`config.mk`:
```
export PLATFORM = sky130hd
export DESIGN_NAME = rmii_rx_if
export DESIGN_NICKNAME = d
export VERILOG_FILES = /design/src/rtl/rmii_rx_pkg.sv /design/src/rtl/rmii_rx_fifo.sv /design/src/rtl/rmii_rx_ctrl.sv /design/src/rtl/rmii_rx_if.sv
export SDC_FILE = /design/constraint.sdc
export NUM_CORES = 1
export LEC_CHECK = 0
export ABC_AREA = 1
export BUFFER_PORTS_ARGS = -buffer_cell sky130_fd_sc_hd__buf_2
export CORE_AREA = 10 10 71 103
export CTS_CLUSTER_DIAMETER = 100
export DETAILED_ROUTE_END_ITERATION = 10
export DIE_AREA = 0 0 81 113
export HOLD_SLACK_MARGIN = 0.15
export PLACE_DENSITY_LB_ADDON = 0.12
export SLEW_MARGIN = 20
export SYNTH_ARGS = -nofsm -noshare
export SYNTH_HDL_FRONTEND = slang
export SYNTH_SLANG_ARGS = --single-unit
```
`constraint.sdc`:
```
create_clock -name clk -period 2.87 [get_ports clk]
set_input_delay 0.1435 -clock clk [delete_from_list [all_inputs] [get_ports clk]]
set_output_delay 0.1435 -clock clk [all_outputs]
set_load 0.02 [all_outputs]
```
`src/rtl/rmii_rx_pkg.sv`:
```
`timescale 1ns/1ps
package rmii_rx_pkg;

  localparam int NIB_W = 4;

  typedef enum logic [2:0] {
    ST_IDLE,
    ST_FILL,
    ST_STREAM,
    ST_DRAIN,
    ST_FALSE
  } rxState_e;

  typedef enum logic [1:0] {
    SEL_ZERO,
    SEL_DATA,
    SEL_FALSE
  } rxdSel_e;

  typedef struct packed {
    logic    wrEn;
    logic    pop;
    logic    flush;
    logic    dibitHi;
    rxdSel_e sel;
  } rxStrobe_t;

endpackage

```
`src/rtl/rmii_rx_fifo.sv`:
```
`timescale 1ns/1ps
module rmii_rx_fifo
  import rmii_rx_pkg::*;
#(
  parameter int DEPTH = 8
) (
  input  logic                         clk,
  input  logic                         rstN,
  input  rxStrobe_t                    stb,
  input  logic [NIB_W-1:0]             nibData,
  output logic [$clog2(DEPTH+1)-1:0]   count,
  output logic                         empty,
  output logic                         full,
  output logic [1:0]                   rxd
);

  localparam int AW = (DEPTH > 1) ? $clog2(DEPTH) : 1;
  localparam int CW = $clog2(DEPTH + 1);

  logic [NIB_W-1:0] mem [DEPTH];
  logic [AW-1:0]    wrPtr;
  logic [AW-1:0]    rdPtr;
  logic [CW-1:0]    cnt;
  logic [NIB_W-1:0] head;

  function automatic logic [AW-1:0] ptrNext(input logic [AW-1:0] p);
    return (p == AW'(DEPTH - 1)) ? '0 : p + AW'(1);
  endfunction

  always_ff @(posedge clk) begin
    if (stb.wrEn && !stb.flush) mem[wrPtr] <= nibData;
  end

  always_ff @(posedge clk or negedge rstN) begin
    if (!rstN) begin
      wrPtr <= '0;
      rdPtr <= '0;
      cnt   <= '0;
    end else if (stb.flush) begin
      wrPtr <= '0;
      rdPtr <= '0;
      cnt   <= '0;
    end else begin
      if (stb.wrEn) wrPtr <= ptrNext(wrPtr);
      if (stb.pop)  rdPtr <= ptrNext(rdPtr);
      case ({stb.wrEn, stb.pop})
        2'b10:   cnt <= cnt + CW'(1);
        2'b01:   cnt <= cnt - CW'(1);
        default: cnt <= cnt;
      endcase
    end
  end

  assign count = cnt;
  assign empty = (cnt == '0);
  assign full  = (cnt == CW'(DEPTH));
  assign head  = mem[rdPtr];

  always_comb begin
    unique case (stb.sel)
      SEL_DATA:  rxd = empty ? 2'b00 : (stb.dibitHi ? head[3:2] : head[1:0]);
      SEL_FALSE: rxd = 2'b10;
      default:   rxd = 2'b00;
    endcase
  end

  // the control never pops an empty queue
  assert_no_pop_empty_R9: assert property (@(posedge clk) disable iff (!rstN)
    stb.pop |-> !empty);

  // a write is never issued into a full queue
  assert_no_overflow_R8: assert property (@(posedge clk) disable iff (!rstN)
    stb.wrEn |-> !full);

  // occupancy stays within the depth
  assert_count_bound_R8: assert property (@(posedge clk) disable iff (!rstN)
    cnt <= CW'(DEPTH));

endmodule

```
`src/rtl/rmii_rx_ctrl.sv`:
```
`timescale 1ns/1ps
module rmii_rx_ctrl
  import rmii_rx_pkg::*;
#(
  parameter int DEPTH = 8
) (
  input  logic                         clk,
  input  logic                         rstN,
  input  logic                         pcsCarrier,
  input  logic                         pcsFalseCarrier,
  input  logic                         nibValid,
  input  logic [$clog2(DEPTH+1)-1:0]   count,
  input  logic                         empty,
  input  logic                         full,
  output rxStrobe_t                    stb,
  output logic                         rmiiCrsDv,
  output logic                         rxError
);

  localparam int CW   = $clog2(DEPTH + 1);
  localparam int HALF = DEPTH / 2;

  rxState_e stateQ, stateD;
  logic     phaseQ, phaseD;
  logic     errQ, errD;
  logic     stIdle, stFill, stStream, stDrain, stFalse;
  logic     accept, pop, lastPop, overflowHit, underflowHit, active;

  assign stIdle   = (stateQ == ST_IDLE);
  assign stFill   = (stateQ == ST_FILL);
  assign stStream = (stateQ == ST_STREAM);
  assign stDrain  = (stateQ == ST_DRAIN);
  assign stFalse  = (stateQ == ST_FALSE);
  assign active   = stStream || stDrain;

  // nibbles are taken only during a genuine event that is still filling or streaming
  assign accept = nibValid && pcsCarrier &&
                  ((stIdle || stFill) ? !pcsFalseCarrier : stStream);
  assign overflowHit  = accept && full;
  assign pop          = active && phaseQ && !empty;
  assign lastPop      = pop && (count == CW'(1));
  assign underflowHit = stStream && pcsCarrier && empty;

  always_comb begin
    stateD = stateQ;
    unique case (stateQ)
      ST_IDLE:   if (pcsCarrier) stateD = pcsFalseCarrier ? ST_FALSE : ST_FILL;
      ST_FILL: begin
        if (!pcsCarrier)               stateD = empty ? ST_IDLE : ST_DRAIN;
        else if (pcsFalseCarrier)      stateD = ST_FALSE;
        else if (count >= CW'(HALF))   stateD = ST_STREAM;
      end
      ST_STREAM: if (!pcsCarrier) stateD = (empty || lastPop) ? ST_IDLE : ST_DRAIN;
      ST_DRAIN:  if (empty || lastPop) stateD = ST_IDLE;
      ST_FALSE:  if (!pcsCarrier) stateD = ST_IDLE;
      default:   stateD = ST_IDLE;
    endcase
  end

  always_comb begin
    if (stateD == ST_STREAM || stateD == ST_DRAIN)
      phaseD = (active && !empty) ? ~phaseQ : phaseQ;
    else
      phaseD = 1'b0;
  end

  always_comb begin
    errD = errQ;
    if (stIdle && pcsCarrier)          errD = 1'b0;
    if (overflowHit || underflowHit)   errD = 1'b1;
  end

  always_ff @(posedge clk or negedge rstN) begin
    if (!rstN) begin
      stateQ <= ST_IDLE;
      phaseQ <= 1'b0;
      errQ   <= 1'b0;
    end else begin
      stateQ <= stateD;
      phaseQ <= phaseD;
      errQ   <= errD;
    end
  end

  always_comb begin
    stb.wrEn    = accept && !full;
    stb.pop     = pop;
    stb.flush   = stFalse;
    stb.dibitHi = phaseQ;
    if (stFalse)     stb.sel = SEL_FALSE;
    else if (active) stb.sel = SEL_DATA;
    else             stb.sel = SEL_ZERO;
  end

  always_comb begin
    unique case (stateQ)
      ST_IDLE:  rmiiCrsDv = pcsCarrier;
      ST_DRAIN: rmiiCrsDv = phaseQ;
      default:  rmiiCrsDv = 1'b1;
    endcase
  end

  assign rxError = errQ;

  // carrier rising from idle is reflected at once
  assert_async_crs_R2: assert property (@(posedge clk) disable iff (!rstN)
    (stIdle && pcsCarrier) |-> rmiiCrsDv);

  // output starts only once the queue reached half depth
  assert_start_half_R3: assert property (@(posedge clk) disable iff (!rstN)
    $rose(stStream) |-> ($past(count) >= CW'(HALF)));

  // the combined signal alternates every cycle while draining
  assert_drain_toggle_R5: assert property (@(posedge clk) disable iff (!rstN)
    stDrain |=> (!stDrain || (rmiiCrsDv != $past(rmiiCrsDv))));

  // no write without carrier
  assert_no_write_idle_R7: assert property (@(posedge clk) disable iff (!rstN)
    !pcsCarrier |-> !stb.wrEn);

endmodule

```
`src/rtl/rmii_rx_if.sv`:
```
`timescale 1ns/1ps
module rmii_rx_if
  import rmii_rx_pkg::*;
#(
  parameter int DEPTH = 8
) (
  input  logic       clk,
  input  logic       rstN,
  input  logic       pcsCarrier,
  input  logic       pcsFalseCarrier,
  input  logic       nibValid,
  input  logic [3:0] nibData,
  output logic       rmiiCrsDv,
  output logic [1:0] rmiiRxd,
  output logic       rxError
);

  localparam int CW = $clog2(DEPTH + 1);

  rxStrobe_t      ctrlStb;
  logic [CW-1:0]  fifoCount;
  logic           fifoEmpty;
  logic           fifoFull;

  rmii_rx_ctrl #(.DEPTH(DEPTH)) ctrl_i (
    .clk             (clk),
    .rstN            (rstN),
    .pcsCarrier      (pcsCarrier),
    .pcsFalseCarrier (pcsFalseCarrier),
    .nibValid        (nibValid),
    .count           (fifoCount),
    .empty           (fifoEmpty),
    .full            (fifoFull),
    .stb             (ctrlStb),
    .rmiiCrsDv       (rmiiCrsDv),
    .rxError         (rxError)
  );

  rmii_rx_fifo #(.DEPTH(DEPTH)) fifo_i (
    .clk     (clk),
    .rstN    (rstN),
    .stb     (ctrlStb),
    .nibData (nibData),
    .count   (fifoCount),
    .empty   (fifoEmpty),
    .full    (fifoFull),
    .rxd     (rmiiRxd)
  );

  // while the false-carrier flush runs, the pins carry the 10 code
  assert_false_code_R6: assert property (@(posedge clk) disable iff (!rstN)
    ctrlStb.flush |-> (rmiiRxd == 2'b10));

endmodule

```
==> summary.md, run 1 <==
| Metric | Value |
|---|---|
| H-tree levels | 2 |
| Most frequent cells in the layout | nand2_1 (65), edfxtp_1 (32), nor2_1 (31), nand3_1 (28), inv_1 (23) |
| Drt drc | 0 |
| Die Ht | 113 um |
| Seq/Total Area, Yosys | 55.4% |
| Critical-path maximum fanout | 11 |
| Router iterations before antenna repair | 5 |
| Leakage power | 0.00113 uW |
| Layout cells sized above 1 | 12.5% |
| Number of global-route vias before repair | 1,746 |
| Drt wl/cell | 15.2 um |
| DP Wirelength | 4070 um |
| Syn_nets | 272 |
| N_diodes | 0 |
| Setup violations, final | 0 |
| Slew HR | 66.1% |
| Fmax | 487 MHz |
| Max clock buf depth | 2 |
| Clk slew on worst S/H paths | 0.09 ns |
| GR Overflow Total | 0 |
| Root buffer selected by CTS | clkbuf_8 |
| Post-route setup slack | 0.817 ns |
| Layout area overhead | 9.65% |
| Hold_ws | 0.165 ns |
| Hold Buf Count CTS | 1 |
| Worst-Margin Slew | 0.508 ns |
| Critical path class | reg2out |
| Type of the worst min-delay path | in2reg |
| Tmin final | 2.05 ns |
| Accumulated negative setup slack | 0 ns |
| Die W | 81 um |
| Design area | 2640 um^2 |
| IO Pins | 13 |
| Reg area | 1340 um^2 |
| Die area | 9150 um^2 |
| CTS tree | yes |
| CP Capture Type | output pin |
| Power Total | 2340 uW |
| Final WL | 5230 um |
| Core Rows | 33 |
| Routed Antenna Nets | 0 |
| PostCTS Resize Cnt | 0 |
| Core ar. | 5450 um^2 |
| HP Start | nibData[3] |
| Yosys warns | 0 |
| Status | finished, final reports clean |
| Inserted Clock Buffers | 5 |
| Syn Area/Cell | 9.42 um^2 |
| RePlAce Congestion | 0.806 |
| Pre-CTS setup slack | 0.879 ns |
| Initial Utilization | 44.2% |
| #FFs+latches synth | 47 |
| First-pass GRT wire length | 8500 um |
| Post-Syn Area | 2410 um^2 |
| Max-cap violation count | 0 |
| RSZ-0062 raised after global routing | no |
| Vias per cell | 5.12 |
| PD cells | 885 nW/um^2 |
| Worst vdd ir | 0.367 mV |
| Worst Setup SP | fifo_i.rdPtr[1]$_DFFE_PN0P_ |
| Via count | 1,757 |
| Final worst clock skew | 0.00818 ns |
| Post-Place Cell Area | 2530 um^2 |
| GRT Total Usage | 12.0% |
| Port Buffers | 12 |
| Mapped Cells | 256 |
| Largest net degree at the start of global routing | 19 |
| Most common cell after layout, fill and taps aside | nand2_1 |
| Clock Sinks | 47 |
| Critical path arrival | 1.91 ns |
| Initial antenna violation count | 0 |
| Post-CTS setup buffers | 0 |
| Nets | 288 |
| Reg2reg start | fifo_i.count[0]$_DFFE_PN0P_ |
| Post-synthesis cell type count | 30 |
| Final Hold Viols | 0 |
| CP Launch Type | register |
| Fill count | 541 |
| Crit path required time | 2.73 ns |
| Final Cycle Share | 71.5% |
| Multi-input gate area | 931 um^2 |
| Worst-Skew Late Latency | 0.30 ns |
| Slew Limit Fails | 0 |
| Initial DRC Count | 68 |
-- routing by layer --
metal	routed length (um)	GRT usage [%]	share of wire, %
met1	2060	12.2	39
met2	2890	22.3	55
met3	151	2.46	2.9
met4	127	5.21	2.4
met5	0	0	0
-- state kept, by name, summed over array words and instances (netlist names) --
name            count
ctrl_i.phaseQ       1
ctrl_i.rxError      1
ctrl_i.stateQ       3
fifo_i.count        4
fifo_i.mem         32
fifo_i.rdPtr        3
fifo_i.wrPtr        3
-- per-stage QoR --
| step | utilization, % | instances |
|---|---|---|
| after floorplan | - | 256 |
| after global placement | 46.3 | 334 |
| after detailed placement | 46.3 | 334 |
| after CTS | 48.5 | 343 |
| after global routing | 48.5 | 343 |
| final | 48.5 | 343 |
-- cell usage after synthesis, drive strengths merged --
cell	number	share of area [%]
a21oi	3	0.62
nor3	2	0.88
o211ai	3	0.93
nand2	68	12
dfrtp	15	16
o21a	1	0.31
nor2	34	6.0
o21ai	19	3.9
edfxtp	32	40
nand3	31	7.7
buf	5	1.7
ha	7	3.6
clkinv	1	0.16
nand4	4	1.3
o221ai	1	0.36
inv	26	4.2
xnor2	2	0.73
nand3b	1	0.31
xor2	1	0.36
-- where the power goes --
part / switching (uW) / internal (uW) / total, uW
Clock: 213 / 255 / 468
Combinational: 620 / 312 / 933
Sequential: 115 / 823 / 938
Total: 948 / 1390 / 2340
-- layout make-up --
type / instances / share of cell area [%]
Clock inverter: 3 / 1.47
Timing Repair Buffer: 14 / 2.93
Clock buffer: 5 / 2.60
Sequential cell: 47 / 50.5
Tap cell: 70 / 3.31
Inverter: 27 / 3.93
Multi-Input combinational cell: 177 / 35.2
-- critical path, stage by stage, from the launching register on --
cell	delay [ns]
dfrtp_1	0.52
inv_1	0.25
nor2_1	0.15
o21ai_0	0.11
nand3_1	0.12
nand3_1	0.08
a21oi_1	0.18
buf_2	0.19
-- cell families (layout without fill, tap and decap cells) --
kind of cell             after synthesis  in the layout  share of synthesized area [%]
adder cells (fa/ha/maj)                7              7                           3.63
AO/OA/AOI/OAI                         27             27                           6.18
AND/OR/NAND/NOR                      140            140                           27.7
buffers and inverters                 32             49                           5.97
XOR/XNOR                               3              3                           1.09
flip-flops                            47             47                           55.4
-- worst paths after layout --
path	to	slack [ns]	cells past startpoint
setup reg to reg	fifo_i.mem[1][3]$_DFFE_PP_	0.87	7
hold / removal	fifo_i.mem[0][3]$_DFFE_PP_	0.17	1
max in group asynchronous	ctrl_i.stateQ[0]$_DFF_PN0_	2.33	2
min in group asynchronous	fifo_i.count[2]$_DFFE_PN0P_	0.28	2
setup / recovery	rmiiRxd[0]	0.82	7
hold reg to reg	ctrl_i.rxError$_DFFE_PN0P_	0.50	2
(Power assumes the default switching activity.)
==> run 2: changes to the inputs <==
==> constraint.sdc (replaced) <==
create_clock -name clk -period 1.7 [get_ports clk]
set_input_delay 0.085 -clock clk [delete_from_list [all_inputs] [get_ports clk]]
set_output_delay 0.085 -clock clk [all_outputs]
set_load 0.02 [all_outputs]
==> run 2 against run 1 <==
  * Count of clock-buffer cells in the layout unchanged
  * Global-route usage up 0.30 points
  * Die area unchanged
  * Clock power up 49%
  * The flow now finishes with violations (negative setup slack)
  * Via count up 4.5%
  * Hold slack better by 0.00071 ns
  * Flip-flop and latch count unchanged
  * Sequential power up 65%
  * First-iteration DRC count up 49%
  * Wire length up 0.98%
  * Combinational power up 120%
  * Worst setup slack worse by 0.86 ns
  * Largest cell class unchanged
==> summary.md, run 2 (synthesized netlist as in run 1, its figures left out) <==
| Metric | Value |
|---|---|
| Clk slew on worst S/H paths | 0.09 ns |
| Switching Share | 41.3% |
| Failing checks | negative setup slack |
| Drt wl/cell | 14.2 um |
| Drt drc | 0 |
| Inserted Clock Buffers | 5 |
| Final WL | 5280 um |
| Most common cell after layout, fill and taps aside | nand2_1 |
| Critical path class | reg2out |
| IO Pins | 13 |
| Worst path cell trace | inv_2 > buf_12 > o21ai_1 > o211ai_1 > nand3_1 > a21oi_2 > buf_6 |
| H-tree levels | 2 |
| Layout area overhead | 24.5% |
| Final Hold Viols | 0 |
| Fmax | 575 MHz |
| CTS tree | yes |
| Clk pwr share | 16.1% |
| Pre-CTS setup slack | 0.00515 ns |
| Max clock buf depth | 2 |
| Critical-path top delay cell | dfrtp_1 |
| Layout cells sized above 1 | 28.6% |
| Sw power | 1790 uW |
| Nets | 316 |
| Post-Place Cell Area | 2680 um^2 |
| CP Launch Type | register |
| Die area | 9150 um^2 |
| Final worst clock skew | 0.00554 ns |
| Routed Antenna Nets | 0 |
| Hold endpoint | ctrl_i.stateQ[2]$_DFF_PN0_ |
| Setup violations, final | 1 |
| DP Wirelength | 3960 um |
| Worst r2r path cells | 8 |
| Core Util, Final | 55.1% |
| RePlAce Congestion | 0.829 |
| Reg2reg start | ctrl_i.stateQ[1]$_DFF_PN0_ |
| Initial Utilization | 44.2% |
| Capturing point of the worst reg2reg path | fifo_i.mem[0][0]$_DFFE_PP_ |
| Router iterations before antenna repair | 4 |
| PD cells | 1440 nW/um^2 |
| Die W | 81 um |
| Via count | 1,836 |
| Internal power | 2550 uW |
| Slew Limit Fails | 0 |
| Die Ht | 113 um |
| GRT Total Usage | 12.3% |
| Design area | 3000 um^2 |
| Port Buffers | 12 |
| Leakage power | 0.00130 uW |
| Clock Sinks | 47 |
| Worst vdd ir | 0.566 mV |
| Status | complete, but fails checks |
| Core ar. | 5450 um^2 |
| Max-cap violation count | 0 |
| Part of the power in combinational logic | 48.2% |
| Worst-Skew Late Latency | 0.30 ns |
| Initial antenna violation count | 0 |
| Critical-path maximum fanout | 16 |
| WHS Path Cells | 3 |
| Post-route setup slack | -0.0388 ns |
| Root buffer selected by CTS | clkbuf_8 |
| Critical path arrival | 1.65 ns |
| Initial DRC Count | 101 |
| HP Start | pcsFalseCarrier |
| Max incr delay on CP | 0.42 ns |
| Number of global-route vias before repair | 1,890 |
| Largest net degree at the start of global routing | 19 |
| Core Rows | 33 |
| N_diodes | 0 |
| Most frequent cells in the layout | nand2_1 (61), edfxtp_1 (32), buf_4 (22), nand3_1 (21), nor2_1 (21) |
| Slew HR | 74.9% |
| Type of the worst min-delay path | in2reg |
| RSZ-0062 raised after global routing | yes |
| Most flops, register | fifo_i.mem |
| Worst Setup SP | fifo_i.rdPtr[0]$_DFFE_PN0P_ |
| Vias per cell | 4.95 |
| Register-to-register path setup slack | 0.14 ns |
| Worst-Margin Slew | 0.376 ns |
| Crit path required time | 1.62 ns |
| Final Cycle Share | 102% |
| Tmin final | 1.74 ns |
| Sequential Power Share | 35.7% |
| CP Capture Type | output pin |
| First-pass GRT wire length | 8940 um |
| GR Overflow Total | 0 |
| Largest register FFs | 32 |
-- run 2: cell types whose count changed in the layout (fill, tap and decap cells not counted), sizes merged --
cell / previous run / this run
bufinv: 1 / 0
dlygate4sd3: 1 / 6
clkinv: 3 / 2
inv: 26 / 28
buf: 13 / 36
-- run 2: worst max path at each step --
stage               depth (start not counted)                          to  slack [ns]
CTS                                         9                  rmiiRxd[0]       -0.03
global placement                            8  fifo_i.mem[1][1]$_DFFE_PP_        0.03
floorplan                                   7  fifo_i.mem[5][0]$_DFFE_PP_       -0.04
detailed placement                          7  fifo_i.mem[3][3]$_DFFE_PP_       0.005
global route                                7                  rmiiRxd[0]       -0.16
finish                                      7                  rmiiRxd[0]       -0.04
-- run 2: cell type report --
type                    instances  area [um^2]
fillers                       507         2450
flip-flops and latches         47         1340
multi-input cells             177         1040
repair buffers                 42          333
inverters                      27          110
well taps                      70         87.6
clock buffers                   5         68.8
clock inverters                 3         22.5
-- run 2: power by group through the flow --
stage / combinational (uW) / sequential (uW) / clock, uW
floorplan: 1230 / 1570 / 0
global placement: 1870 / 1550 / 0
detailed placement: 1860 / 1550 / 0
CTS: 1940 / 1530 / 714
global route: 2350 / 1570 / 762
finish: 2090 / 1550 / 697
-- run 2: layer usage --
layer  part of all wire, %  routed length [um]  vias up  global-route usage [%]
met5                     0                   0        -                       0
met4                   1.0                  54        0                    4.17
met3                   3.3                 172        4                    2.54
met2                    56                2960       34                    22.5
met1                    40                2090      859                    13.3
li1                      -                   -      939                       -
-- run 2: worst max-delay path: cells and delay by family, from the launching register on --
| family | cells | cell delay [ns] |
|---|---|---|
| AOI/OAI and AO/OA | 3 | 0.46 |
| DFF | 1 | 0.42 |
| buffers and inverters | 3 | 0.35 |
| and+or+nand+nor | 1 | 0.12 |
-- run 2: metrics by stage --
stage	power (uW)	hold WS, ns	setup TNS (ns)	std cells
finish	4340	0.166	-0.0388	371
global route	4690	0.164	-0.284	371
detailed placement	3410	0.0255	0	353
CTS	4180	0.159	-0.0823	367
global placement	3420	0.0231	0	353
floorplan	2800	-0.211	-1.14	256
-- run 2: repair_timing --
action,in CTS,in global routing
resized for setup,12,36
hold buffers,6,0
pin swaps,2,3
setup endpoints to repair,10,36
hold endpoints to repair,48,0
setup buffers,0,4
==> run 3: changes to the inputs <==
--- a/config.mk
+++ b/config.mk
@@ -12,7 +12,7 @@
 export DETAILED_ROUTE_END_ITERATION = 10
 export DIE_AREA = 0 0 81 113
 export HOLD_SLACK_MARGIN = 0.15
-export PLACE_DENSITY_LB_ADDON = 0.12
+export PLACE_DENSITY = 0.66
 export SLEW_MARGIN = 20
 export SYNTH_ARGS = -nofsm -noshare
 export SYNTH_HDL_FRONTEND = slang
==> constraint.sdc (replaced) <==
create_clock -name clk -period 1.7 [get_ports clk]
set_input_delay 0.085 -clock clk [delete_from_list [all_inputs] [get_ports clk]]
set_output_delay 0.085 -clock clk [all_outputs]
set_load 0.005 [all_outputs]
==> run 3 against run 2 <==
  * Non-clock buffer count increased by 3
  * Total power decreased by 0.59%
  * Clock power increased by 14%
  * The flow still finishes with violations (negative setup slack)
  * Critical endpoint unchanged
  * Highest routed layer unchanged
  * Register-to-register slack about the same
  * Die area unchanged
==> summary.md, run 3 (synthesized netlist as in run 1, its figures left out) <==
| Metric | Value |
|---|---|
| Inserted Clock Buffers | 5 |
| Switching Share | 38.8% |
| Layout cells sized above 1 | 26.1% |
| GR Overflow Total | 0 |
| Critical-path maximum fanout | 8 |
| Slew Limit Fails | 0 |
| Nets | 319 |
| Slew HR | 75.5% |
| Failing checks | negative setup slack |
| Initial DRC Count | 97 |
| PD cells | 1450 nW/um^2 |
| Root buffer selected by CTS | clkbuf_8 |
| Type of the worst min-delay path | in2reg |
| Setup violations, final | 1 |
| Die Ht | 113 um |
| Final Cycle Share | 101% |
| CP Launch Type | register |
| Placed insts | 355 |
| Largest net degree at the start of global routing | 19 |
| Capturing point of the worst reg2reg path | fifo_i.mem[5][2]$_DFFE_PP_ |
| Max clock buf depth | 2 |
| Core Rows | 33 |
| Worst vdd ir | 0.554 mV |
| CTS tree | yes |
| Post-route setup slack | -0.0111 ns |
| Sequential Power Share | 35.3% |
| First-pass GRT wire length | 8590 um |
| Worst r2r path cells | 7 |
| Die W | 81 um |
| Drt wl/cell | 14.3 um |
| Number of global-route vias before repair | 1,869 |
| Critical path arrival | 1.63 ns |
| DP Wirelength | 4010 um |
| Hold_ws | 0.166 ns |
| Worst path cell trace | inv_2 > buf_6 > o21ai_0 > o211ai_1 > nand3_2 > a21oi_2 > buf_2 |
| Initial antenna violation count | 0 |
| Most common cell after layout, fill and taps aside | nand2_1 |
| N_diodes | 0 |
| Tmin final | 1.71 ns |
| Register-to-register path setup slack | 0.15 ns |
| CP Capture Type | output pin |
| Non-Filler Instances | 373 |
| Clk slew on worst S/H paths | 0.09 ns |
| Max incr delay on CP | 0.41 ns |
| Core ar. | 5450 um^2 |
| Largest register FFs | 32 |
| Fmax | 584 MHz |
| RSZ-0062 raised after global routing | yes |
| Internal power | 2640 uW |
| Most frequent cells in the layout | nand2_1 (62), edfxtp_1 (32), nand3_1 (25), buf_4 (25), nor2_1 (23) |
| Port Buffers | 12 |
| GRT Total Usage | 11.7% |
| Vias per cell | 5.04 |
| Die area | 9150 um^2 |
| Final Hold Viols | 0 |
| Clock Sinks | 47 |
| Crit path required time | 1.62 ns |
| Setup crit end | rmiiRxd[0] |
| Sw power | 1670 uW |
| Reg2reg start | fifo_i.count[0]$_DFFE_PN0P_ |
| Accumulated negative setup slack | -0.0111 ns |
| Leakage power | 0.00129 uW |
| Status | complete, but fails checks |
| IO Pins | 13 |
| RePlAce Congestion | 0.874 |
| Routed Antenna Nets | 0 |
| Initial Utilization | 44.2% |
| Worst-Skew Late Latency | 0.29 ns |
| H-tree levels | 2 |
| Critical-path top delay cell | dfrtp_1 |
| Worst Setup SP | fifo_i.rdPtr[0]$_DFFE_PN0P_ |
| Layout area overhead | 23.0% |
| Clk pwr share | 18.4% |
| Via count | 1,879 |
| Critical path class | reg2out |
| Final WL | 5320 um |
| Part of the power in combinational logic | 46.2% |
| Worst-Margin Slew | 0.367 ns |
| Most flops, register | fifo_i.mem |
| Drt drc | 0 |
| Router iterations before antenna repair | 4 |
| Final worst clock skew | 0.00861 ns |
| Max-cap violation count | 0 |
-- run 3: cell count changes in the layout (fill, tap and decap cells not counted), moves of 2 or more --
| cell | previous run | this run |
|---|---|---|
| nand3_2 | 8 | 4 |
| nor2_1 | 21 | 23 |
| nand3_1 | 21 | 25 |
| buf_4 | 22 | 25 |
| inv_6 | 3 | 0 |
| o21ai_0 | 13 | 15 |
| nor2_4 | 8 | 6 |
| buf_2 | 10 | 12 |
-- run 3: per-layer routing --
| metal | up-vias | global-route usage [%] | routed length (um) |
|---|---|---|---|
| li1 | 944 | - | - |
| met1 | 885 | 12.3 | 2100 |
| met2 | 38 | 21.6 | 2890 |
| met3 | 12 | 2.22 | 173 |
| met4 | 0 | 5.21 | 154 |
| met5 | - | 0 | 0 |
-- run 3: layout make-up --
type	instances	area [um^2]
fill	499	2480
sequential	47	1340
multi-input combinational	177	997
timing repair buffer	45	330
inverter	27	108
tap	70	87.6
clock buffer	5	68.8
clock inverter	2	37.5
-- run 3: repair_timing --
| action | 4_1_cts | 5_1_grt |
|---|---|---|
| pin swaps | 2 | 2 |
| hold buffers | 6 | 0 |
| resized for setup | 8 | 23 |
| endpoints found under the hold margin | 48 | 0 |
| setup buffers | 2 | 2 |
| cloned | 0 | 1 |
| setup endpoints to repair | 6 | 31 |
-- run 3: metrics by stage --
step | worst slack (ns) | util (%) | area [um^2] | total power (uW)
after detailed placement | -0.0280 | 49.3 | 2690 | 3360
final | -0.0111 | 54.4 | 2970 | 4310
after floorplan | -0.0447 | - | 2410 | 2740
after CTS | -0.0419 | 52.9 | 2890 | 4210
after global routing | -0.127 | 54.4 | 2970 | 4640
after global placement | 0.0143 | 49.3 | 2690 | 3330
-- run 3: power by group through the flow --
stage          combinational, uW  clock, uW  sequential, uW
6_report                    1990        794            1520
5_1_grt                     2250        849            1540
4_1_cts                     1890        805            1520
3_5_place_dp                1820          0            1530
3_3_place_gp                1810          0            1530
2_1_floorplan               1180          0            1560
-- run 3: critical path: cells and delay by family, from the launching register on --
kind	cells	cell delay, ns
compound gates	3	0.44
buf+inv	3	0.37
simple gates	1	0.11
flops	1	0.41
-- run 3: how the worst min path moves through the flow --
stage | start | endpoint | slack, ns | depth (start not counted)
after floorplan | rstN | ctrl_i.phaseQ$_DFFE_PN0P_ | -0.21 | 0
after global placement | rstN | ctrl_i.stateQ[1]$_DFF_PN0_ | 0.03 | 1
after detailed placement | rstN | ctrl_i.stateQ[1]$_DFF_PN0_ | 0.03 | 1
after CTS | pcsCarrier | ctrl_i.stateQ[2]$_DFF_PN0_ | 0.16 | 3
after global routing | pcsCarrier | ctrl_i.stateQ[2]$_DFF_PN0_ | 0.19 | 3
final | pcsCarrier | ctrl_i.stateQ[0]$_DFF_PN0_ | 0.17 | 4
